===== src/rtl/adc_evt_pkg.sv =====
package adc_evt_pkg;
  localparam int MISC_N = 8;
  localparam int REG_AW = 4;

  // misc event positions (offset by NSLOT inside the CPU vector)
  localparam int EV_ADHOC   = 0;
  localparam int EV_UNDER   = 1;
  localparam int EV_DMADONE = 2;
  localparam int EV_WIN_IN  = 3;
  localparam int EV_WIN_LO  = 4;
  localparam int EV_WIN_HI  = 5;
  localparam int EV_TMO     = 6;
  localparam int EV_OVF     = 7;

  typedef enum logic [REG_AW-1:0] {
    A_CRAW  = 4'd0,
    A_CMSKD = 4'd1,
    A_CMSET = 4'd2,
    A_CMCLR = 4'd3,
    A_CCLR  = 4'd4,
    A_DRAW  = 4'd5,
    A_DMSKD = 4'd6,
    A_DMSET = 4'd7,
    A_DMCLR = 4'd8,
    A_DCLR  = 4'd9,
    A_CTRL  = 4'd10
  } reg_addr_e;
endpackage


===== src/rtl/adc_evt_group.sv =====
module adc_evt_group #(
  parameter int W = 16
) (
  input  logic         clk,
  input  logic         rst,
  input  logic [W-1:0] evt_i,
  input  logic [W-1:0] clr_i,
  input  logic [W-1:0] mset_i,
  input  logic [W-1:0] mclr_i,
  output logic [W-1:0] raw_q,
  output logic [W-1:0] mask_q,
  output logic         any_q
);
  logic [W-1:0] raw_nxt;
  logic [W-1:0] mask_nxt;

  for (genvar b = 0; b < W; b++) begin : g_bit
    // an arriving event overrides a same-cycle clear
    assign raw_nxt[b]  = evt_i[b] | (raw_q[b] & ~clr_i[b]);
    assign mask_nxt[b] = mset_i[b] | (mask_q[b] & ~mclr_i[b]);
  end

  always_ff @(posedge clk) begin
    if (rst) begin
      raw_q  <= '0;
      mask_q <= '0;
      any_q  <= 1'b0;
    end else begin
      raw_q  <= raw_nxt;
      mask_q <= mask_nxt;
      any_q  <= |(raw_nxt & mask_nxt);
    end
  end
endmodule


===== src/rtl/adc_evt_regif.sv =====
module adc_evt_regif
  import adc_evt_pkg::*;
#(
  parameter int DW = 32,
  parameter int EW = 16,
  parameter int NS = 8
) (
  input  logic              clk,
  input  logic              rst,
  input  logic              bus_valid_i,
  input  logic              bus_write_i,
  input  logic [REG_AW-1:0] bus_addr_i,
  input  logic [DW-1:0]     bus_wdata_i,
  input  logic [EW-1:0]     cpu_raw_i,
  input  logic [EW-1:0]     cpu_mask_i,
  input  logic [NS-1:0]     dma_raw_i,
  input  logic [NS-1:0]     dma_mask_i,
  input  logic              dma_en_i,
  output logic [EW-1:0]     cpu_clr_o,
  output logic [EW-1:0]     cpu_mset_o,
  output logic [EW-1:0]     cpu_mclr_o,
  output logic [NS-1:0]     dma_clr_o,
  output logic [NS-1:0]     dma_mset_o,
  output logic [NS-1:0]     dma_mclr_o,
  output logic              ctrl_wr_o,
  output logic              ctrl_val_o,
  output logic [DW-1:0]     rdata_o,
  output logic              rvalid_o
);
  logic          wr, rd;
  logic [DW-1:0] rd_nxt;
  logic          unused_wdata_hi;

  assign wr = bus_valid_i & bus_write_i;
  assign rd = bus_valid_i & ~bus_write_i;
  assign unused_wdata_hi = ^bus_wdata_i[DW-1:EW];

  assign cpu_clr_o  = (wr && bus_addr_i == A_CCLR)  ? bus_wdata_i[EW-1:0] : '0;
  assign cpu_mset_o = (wr && bus_addr_i == A_CMSET) ? bus_wdata_i[EW-1:0] : '0;
  assign cpu_mclr_o = (wr && bus_addr_i == A_CMCLR) ? bus_wdata_i[EW-1:0] : '0;
  assign dma_clr_o  = (wr && bus_addr_i == A_DCLR)  ? bus_wdata_i[NS-1:0] : '0;
  assign dma_mset_o = (wr && bus_addr_i == A_DMSET) ? bus_wdata_i[NS-1:0] : '0;
  assign dma_mclr_o = (wr && bus_addr_i == A_DMCLR) ? bus_wdata_i[NS-1:0] : '0;
  assign ctrl_wr_o  = wr && bus_addr_i == A_CTRL;
  assign ctrl_val_o = bus_wdata_i[0];

  always_comb begin
    rd_nxt = '0;
    case (bus_addr_i)
      A_CRAW:          rd_nxt = DW'(cpu_raw_i);
      A_CMSKD:         rd_nxt = DW'(cpu_raw_i & cpu_mask_i);
      A_CMSET, A_CMCLR: rd_nxt = DW'(cpu_mask_i);
      A_DRAW:          rd_nxt = DW'(dma_raw_i);
      A_DMSKD:         rd_nxt = DW'(dma_raw_i & dma_mask_i);
      A_DMSET, A_DMCLR: rd_nxt = DW'(dma_mask_i);
      A_CTRL:          rd_nxt = DW'(dma_en_i);
      default:         rd_nxt = '0;
    endcase
  end

  always_ff @(posedge clk) begin
    if (rst) begin
      rdata_o  <= '0;
      rvalid_o <= 1'b0;
    end else begin
      rvalid_o <= rd;
      if (rd) rdata_o <= rd_nxt;
    end
  end
endmodule


===== src/rtl/adc_evt_dma_ctl.sv =====
module adc_evt_dma_ctl #(
  parameter int NS = 8
) (
  input  logic          clk,
  input  logic          rst,
  input  logic [NS-1:0] slot_evt_i,
  input  logic [NS-1:0] dma_mask_i,
  input  logic          done_i,
  input  logic          ctrl_wr_i,
  input  logic          ctrl_val_i,
  output logic          en_q,
  output logic [NS-1:0] trig_q
);
  always_ff @(posedge clk) begin
    if (rst) begin
      en_q   <= 1'b0;
      trig_q <= '0;
    end else begin
      trig_q <= en_q ? (slot_evt_i & dma_mask_i) : '0;
      // completion from hardware takes precedence over a software set
      if (done_i)         en_q <= 1'b0;
      else if (ctrl_wr_i) en_q <= ctrl_val_i;
    end
  end
endmodule


===== src/rtl/adc_evt_hub.sv =====
module adc_evt_hub
  import adc_evt_pkg::*;
#(
  parameter int NSLOT  = 8,
  parameter int DATA_W = 32
) (
  input  logic              clk,
  input  logic              rst,
  input  logic [NSLOT-1:0]  slot_done_i,
  input  logic [MISC_N-1:0] misc_evt_i,
  input  logic              bus_valid_i,
  input  logic              bus_write_i,
  input  logic [REG_AW-1:0] bus_addr_i,
  input  logic [DATA_W-1:0] bus_wdata_i,
  output logic [DATA_W-1:0] bus_rdata_o,
  output logic              bus_rvalid_o,
  output logic              cpu_irq_o,
  output logic [NSLOT-1:0]  dma_trig_o,
  output logic              dma_en_o
);
  localparam int EVT_W = NSLOT + MISC_N;

  logic [EVT_W-1:0] cpu_evt, cpu_clr, cpu_mset, cpu_mclr, cpu_raw_q, cpu_mask_q;
  logic [NSLOT-1:0] dma_clr, dma_mset, dma_mclr, dma_raw_q, dma_mask_q;
  logic             ctrl_wr, ctrl_val, unused_dma_any;

  assign cpu_evt = {misc_evt_i, slot_done_i};

  adc_evt_group #(.W(EVT_W)) u_cpu (
    .clk(clk), .rst(rst), .evt_i(cpu_evt), .clr_i(cpu_clr),
    .mset_i(cpu_mset), .mclr_i(cpu_mclr),
    .raw_q(cpu_raw_q), .mask_q(cpu_mask_q), .any_q(cpu_irq_o)
  );

  adc_evt_group #(.W(NSLOT)) u_dma (
    .clk(clk), .rst(rst), .evt_i(slot_done_i), .clr_i(dma_clr),
    .mset_i(dma_mset), .mclr_i(dma_mclr),
    .raw_q(dma_raw_q), .mask_q(dma_mask_q), .any_q(unused_dma_any)
  );

  adc_evt_regif #(.DW(DATA_W), .EW(EVT_W), .NS(NSLOT)) u_regif (
    .clk(clk), .rst(rst),
    .bus_valid_i(bus_valid_i), .bus_write_i(bus_write_i),
    .bus_addr_i(bus_addr_i), .bus_wdata_i(bus_wdata_i),
    .cpu_raw_i(cpu_raw_q), .cpu_mask_i(cpu_mask_q),
    .dma_raw_i(dma_raw_q), .dma_mask_i(dma_mask_q), .dma_en_i(dma_en_o),
    .cpu_clr_o(cpu_clr), .cpu_mset_o(cpu_mset), .cpu_mclr_o(cpu_mclr),
    .dma_clr_o(dma_clr), .dma_mset_o(dma_mset), .dma_mclr_o(dma_mclr),
    .ctrl_wr_o(ctrl_wr), .ctrl_val_o(ctrl_val),
    .rdata_o(bus_rdata_o), .rvalid_o(bus_rvalid_o)
  );

  adc_evt_dma_ctl #(.NS(NSLOT)) u_dma_ctl (
    .clk(clk), .rst(rst), .slot_evt_i(slot_done_i), .dma_mask_i(dma_mask_q),
    .done_i(misc_evt_i[EV_DMADONE]), .ctrl_wr_i(ctrl_wr), .ctrl_val_i(ctrl_val),
    .en_q(dma_en_o), .trig_q(dma_trig_o)
  );
endmodule


===== config.mk =====
export PLATFORM = sky130hd
export DESIGN_NAME = adc_evt_hub
export DESIGN_NICKNAME = d
export VERILOG_FILES = /design/src/rtl/adc_evt_pkg.sv /design/src/rtl/adc_evt_group.sv /design/src/rtl/adc_evt_regif.sv /design/src/rtl/adc_evt_dma_ctl.sv /design/src/rtl/adc_evt_hub.sv
export SDC_FILE = /design/constraint.sdc
export NUM_CORES = 1
export LEC_CHECK = 0
export CORE_UTILIZATION = 42
export CTS_CLUSTER_DIAMETER = 40
export DETAILED_ROUTE_END_ITERATION = 10
export MAX_ROUTING_LAYER = met4
export PLACE_DENSITY = 0.78
export SETUP_SLACK_MARGIN = 0.2
export SYNTH_ARGS = -nofsm -noshare
export SYNTH_HDL_FRONTEND = slang
export SYNTH_HIERARCHICAL = 1
export SYNTH_SLANG_ARGS = --single-unit

===== constraint.sdc =====
create_clock -name clk -period 2.75 [get_ports clk]
set_input_delay 0.4125 -clock clk [delete_from_list [all_inputs] [get_ports clk]]
set_output_delay 0.4125 -clock clk [all_outputs]
set_load 0.02 [all_outputs]

## Word-level counts from Yosys, hierarchy flattened

Cells that the tools add are included.

- Logic and storage cells: 191
- Output and inout bits: 43
- Register bits: 91
- Bits of input ports: 56

- Equality and inequality tests: 10
- Bitwise logic cells: 152
- Muxes and demuxes: 7
- Reductions and logical operators: 13

Operator list:

| kind | number |
|---|---|
| 32-bit one-hot mux with 7 select lines | 1 |
| 1-bit AND | 50 |
| 1-bit NOT | 50 |
| 16-bit two-way mux | 3 |
| 1-bit OR | 48 |
| 16-bit AND | 2 |
| 8-bit two-way mux | 3 |
| 8-bit AND | 2 |
| 4-bit by 3-bit == test with 1-bit output (second input constant) | 4 |
| 16-bit OR reduction | 1 |
| 4-bit == test (second input constant) | 3 |
| 4-bit by 2-bit == test with 1-bit output (second input constant) | 2 |
| 2-bit OR reduction | 4 |
| 1-bit logical AND | 7 |
| 4-bit by 1-bit == test with 1-bit output (second input constant) | 1 |
| 4-bit zero test | 1 |

## Longest topological paths before layout

- Word-level depth: 8
- Depth in mapped cells: 11
- Gate-level depth less buffers: 8

## By module

The synthesis kept the hierarchy.

Modules (own cells, without submodules):

| module | instances | area an instance (µm²) | sequential area each (µm²) | cells an instance |
|---|---|---|---|---|
| adc_evt_regif | 1 | 1795.5 | 340.3 | 228 |
| adc_evt_group (u_cpu) | 1 | 1292.5 | 660.6 | 135 |
| adc_evt_group (u_dma) | 1 | 615.6 | 340.3 | 73 |
| adc_evt_dma_ctl | 1 | 259.0 | 180.2 | 20 |

## Worst setup path after synthesis

Ideal clock, no wire load.

- Kind: input port to flip-flop
- Start point: input port bus_addr_i[1]
- End point: register u_dma/any_q (netlist name)
- Cell stages on the path: 9
- Data required time: 2625 ps
- Library setup time: 125 ps
- Path buffers: 3
- Setup slack: 694 ps
- Arrival: 1931 ps
- Path through: buf_6 -> clkbuf_1 -> buf_2 -> nor3_2 -> and2_1 -> inv_1 -> a21oi_2 -> o22ai_1 -> o41a_1

RTL lines:

| what | line | text |
|---|---|---|
| start: declaration | adc_evt_hub.sv:13 | `input logic [REG_AW-1:0] bus_addr_i,` |

## Worst setup path in the final report

- Start point: input port bus_addr_i[1]
- End point: register u_regif.rdata_o[5]

- Cells in the longest elaborated chain, start to end: 3
- Elaborated cells on any way between the ends: 12
- Classes of those cells: 8 x eq/ne; 1 x mux; 3 x reduce/logical

Ends and longest elaborated chain:

| what | line | text |
|---|---|---|
| 4-bit == test, or another cell as far along | adc_evt_regif.sv:49 | `case (bus_addr_i)` |
| 2-bit OR reduction | adc_evt_regif.sv:49 |  |
| 32-bit one-hot mux with 7 select lines (*) | adc_evt_regif.sv:49 |  |
| end signal: assignment | adc_evt_regif.sv:67 | `if (rd) rdata_o <= rd_nxt;` |
| end: declaration | adc_evt_regif.sv:27 | `output logic [DW-1:0] rdata_o,` |

Every way passes the cells marked *; elsewhere a longest branch is shown, timed or not.
A chain may end at the register's enable or synchronous reset.

==> key figures <==
Run status
  • Status: complete, but fails checks
  • Violated checks: DRC

Detailed routing
  • Iter 0 DRT Violations: 236
  • DR WL/cell: 15.8 um
  • Pre-antenna DRT Iters: 7
  • Vias: 3,339
  • ANT nets after route: 0
  • Wirelength, routed: 9.91 mm
  • Vias per inst: 5.32
  • DRC Markers: 8

Clocking
  • CTS root buf: clkbuf_8
  • TritonCTS clock tree: done
  • Clock Latency Late Sink: 0.35 ns
  • CTS Buf Count: 9
  • CTS resizes: 0
  • Hold_buf cts: 0
  • CTS Buffer Depth: 2
  • CTS H-tree lvls: 3
  • Worst-path clk slew: 0.08 ns
  • Post-CTS Setup Repair Bufs: 0
  • Sinks on Clock Net: 75

STA
  • Setup TNS: 0 ns
  • Clock skew: 0.00742 ns
  • Final hold violation count: 0
  • Final setup viols: 0
  • RSZ-0062 raised after global routing: no
  • Period utilization: 0.858
  • Max transition margin: 0.479
  • Fmax: 424 MHz
  • Count of pins over their slew limit: 0
  • Actual slew at the worst max-slew pin: 0.780 ns
  • Period minus WS final: 2.36 ns
  • WHS: 0.457 ns

Global routing
  • Grt total ovfl: 0
  • Global-route wire length before repair: 16.1 mm
  • Aggregate global-route resource usage: 0.221
  • Initial antenna violation count: 0
  • Largest net degree at the start of global routing: 52
  • Number of global-route vias before repair: 3,342

Setup path
  • Worst r2r src: u_dma/mask_q[7]
  • Worst-path cell chain: clkdlybuf4s50_1 > buf_4 > buf_12 > nor2_2 > o221ai_1 > o211ai_1 > a22o_1
  • R2R depth: 4
  • Worst R2R End: u_regif/rdata_o[7]
  • Crit path max fanout: 36
  • Reg2reg setup slack: 1.47 ns
  • Critical path required time: 3.05 ns
  • Critical path type: input pin to flop
  • CP startpoint kind: input pin
  • Crit path DAT: 2.66 ns
  • Slowest-stage cell, CP: nor2_2
  • Crit. End Element: flop
  • CP peak stage delay: 0.62 ns

Logic synthesis
  • Synthesized area: 3900 um^2
  • Mapped Avg Cell Area: 8.69 um^2
  • Synth warnings: 6
  • Synthesized instance count: 449

Hold path
  • Worst Hold Path EP: u_regif/rdata_o[10]
  • Hold WC Path Type: flop to flop
  • Worst Hold Depth: 2
  • HP Start: u_regif/rdata_o[10]

Die
  • Ports placed on the boundary: 99
  • Die extent in x: 98.4 um
  • Die Area: 9680 um^2
  • Starting utilization of the core area: 0.441
  • # rows: 34
  • Die H: 98.4 um
  • Core area: 8850 um^2

Power
  • Logic gate share of total power: 0.123
  • Clock power frac: 0.366
  • Switching power total: 604 uW
  • Internal power: 1.62 mW
  • Static leakage: 1.83 nW
  • Pwr dens: 465 nW/um^2
  • Sequential power share: 0.511
  • Sw Ratio: 0.271
  • VDD IR-drop max: 0.273 mV

Final layout
  • Synthesis-to-layout area growth: 22.6%
  • Most frequent cells in the layout: 75 x dfxtp_1, 72 x and2_1, 66 x clkdlybuf4s50_1
  • Fin cells: 628
  • Layout cells sized above 1: 0.150
  • ANT cells: 0
  • Most common cell after layout, fill and taps aside: dfxtp_1
  • Layout Nets: 571

Placement
  • Placed cell count: 612
  • GPL Wtd Cong: 0.831
  • Port bufs: 66
  • Post-DP HPWL: 7.03 mm

Run
  • Max Cap Violations: 0
-- worst max-delay path by stage --
stage / startpoint / endpoint / slack, ns / cells after the start
floorplan: bus_addr_i[1] / u_cpu/any_q / 0.71 / 11
global route: bus_addr_i[0] / u_cpu/any_q / 0.35 / 10
detailed placement: bus_addr_i[1] / u_regif/rdata_o[5] / 0.09 / 7
global placement: bus_addr_i[1] / u_regif/rdata_o[5] / 0.17 / 7
CTS: bus_addr_i[1] / u_regif/rdata_o[5] / 0.46 / 7
finish: bus_addr_i[1] / u_regif/rdata_o[5] / 0.39 / 7
-- metrics by stage --
step / total power, mW / utilization / instance area, um^2 / setup slack, ns
floorplan: 1.32 / - / 3960 / 0.712
global placement: 1.42 / 0.520 / 4600 / 0.166
detailed placement: 1.43 / 0.520 / 4600 / 0.0851
CTS: 2.23 / 0.541 / 4780 / 0.459
global route: 2.31 / 0.541 / 4780 / 0.349
finish: 2.22 / 0.541 / 4780 / 0.390
-- critical path, delay by kind of cell --
family | cells | cell delay, ns
compound gates | 3 | 0.75
buf+inv | 3 | 0.86
simple gates | 1 | 0.62
-- layer usage --
layer  part of all wire  global-route usage  up-vias  routed length, um
met3              0.053              0.0437       22                526
met5                  0                   -        -                  0
met2               0.49               0.364      109               4860
li1                   -                   -     1624                  -
met1               0.43               0.263     1584               4290
met4              0.024              0.0907        0                240
-- sequential cells by signal, summed over array words and instances (netlist names), 8 cells and up --
name              count
u_regif/rdata_o      16
u_cpu/raw_q          16
u_dma/mask_q          8
u_cpu/mask_q         16
u_dma/raw_q           8
u_dma_ctl/trig_q      8
-- power groups by stage --
stage               registers [mW]  logic, mW  clock network, mW
CTS                           1.14      0.271              0.828
global placement              1.16      0.263                  0
detailed placement            1.16      0.270                  0
floorplan                     1.16      0.165                  0
global route                  1.14      0.290              0.881
finish                        1.14      0.273              0.815
-- area by class of cell --
type                    instances  area (um^2)
well taps                     108          135
repair buffers                 77          756
inverters                      37          139
clock buffers                  11          151
multi-input cells             315         2070
fillers                       798         4060
flip-flops and latches         75         1500
clock inverters                 5         36.3
(Power assumes the default switching activity.)
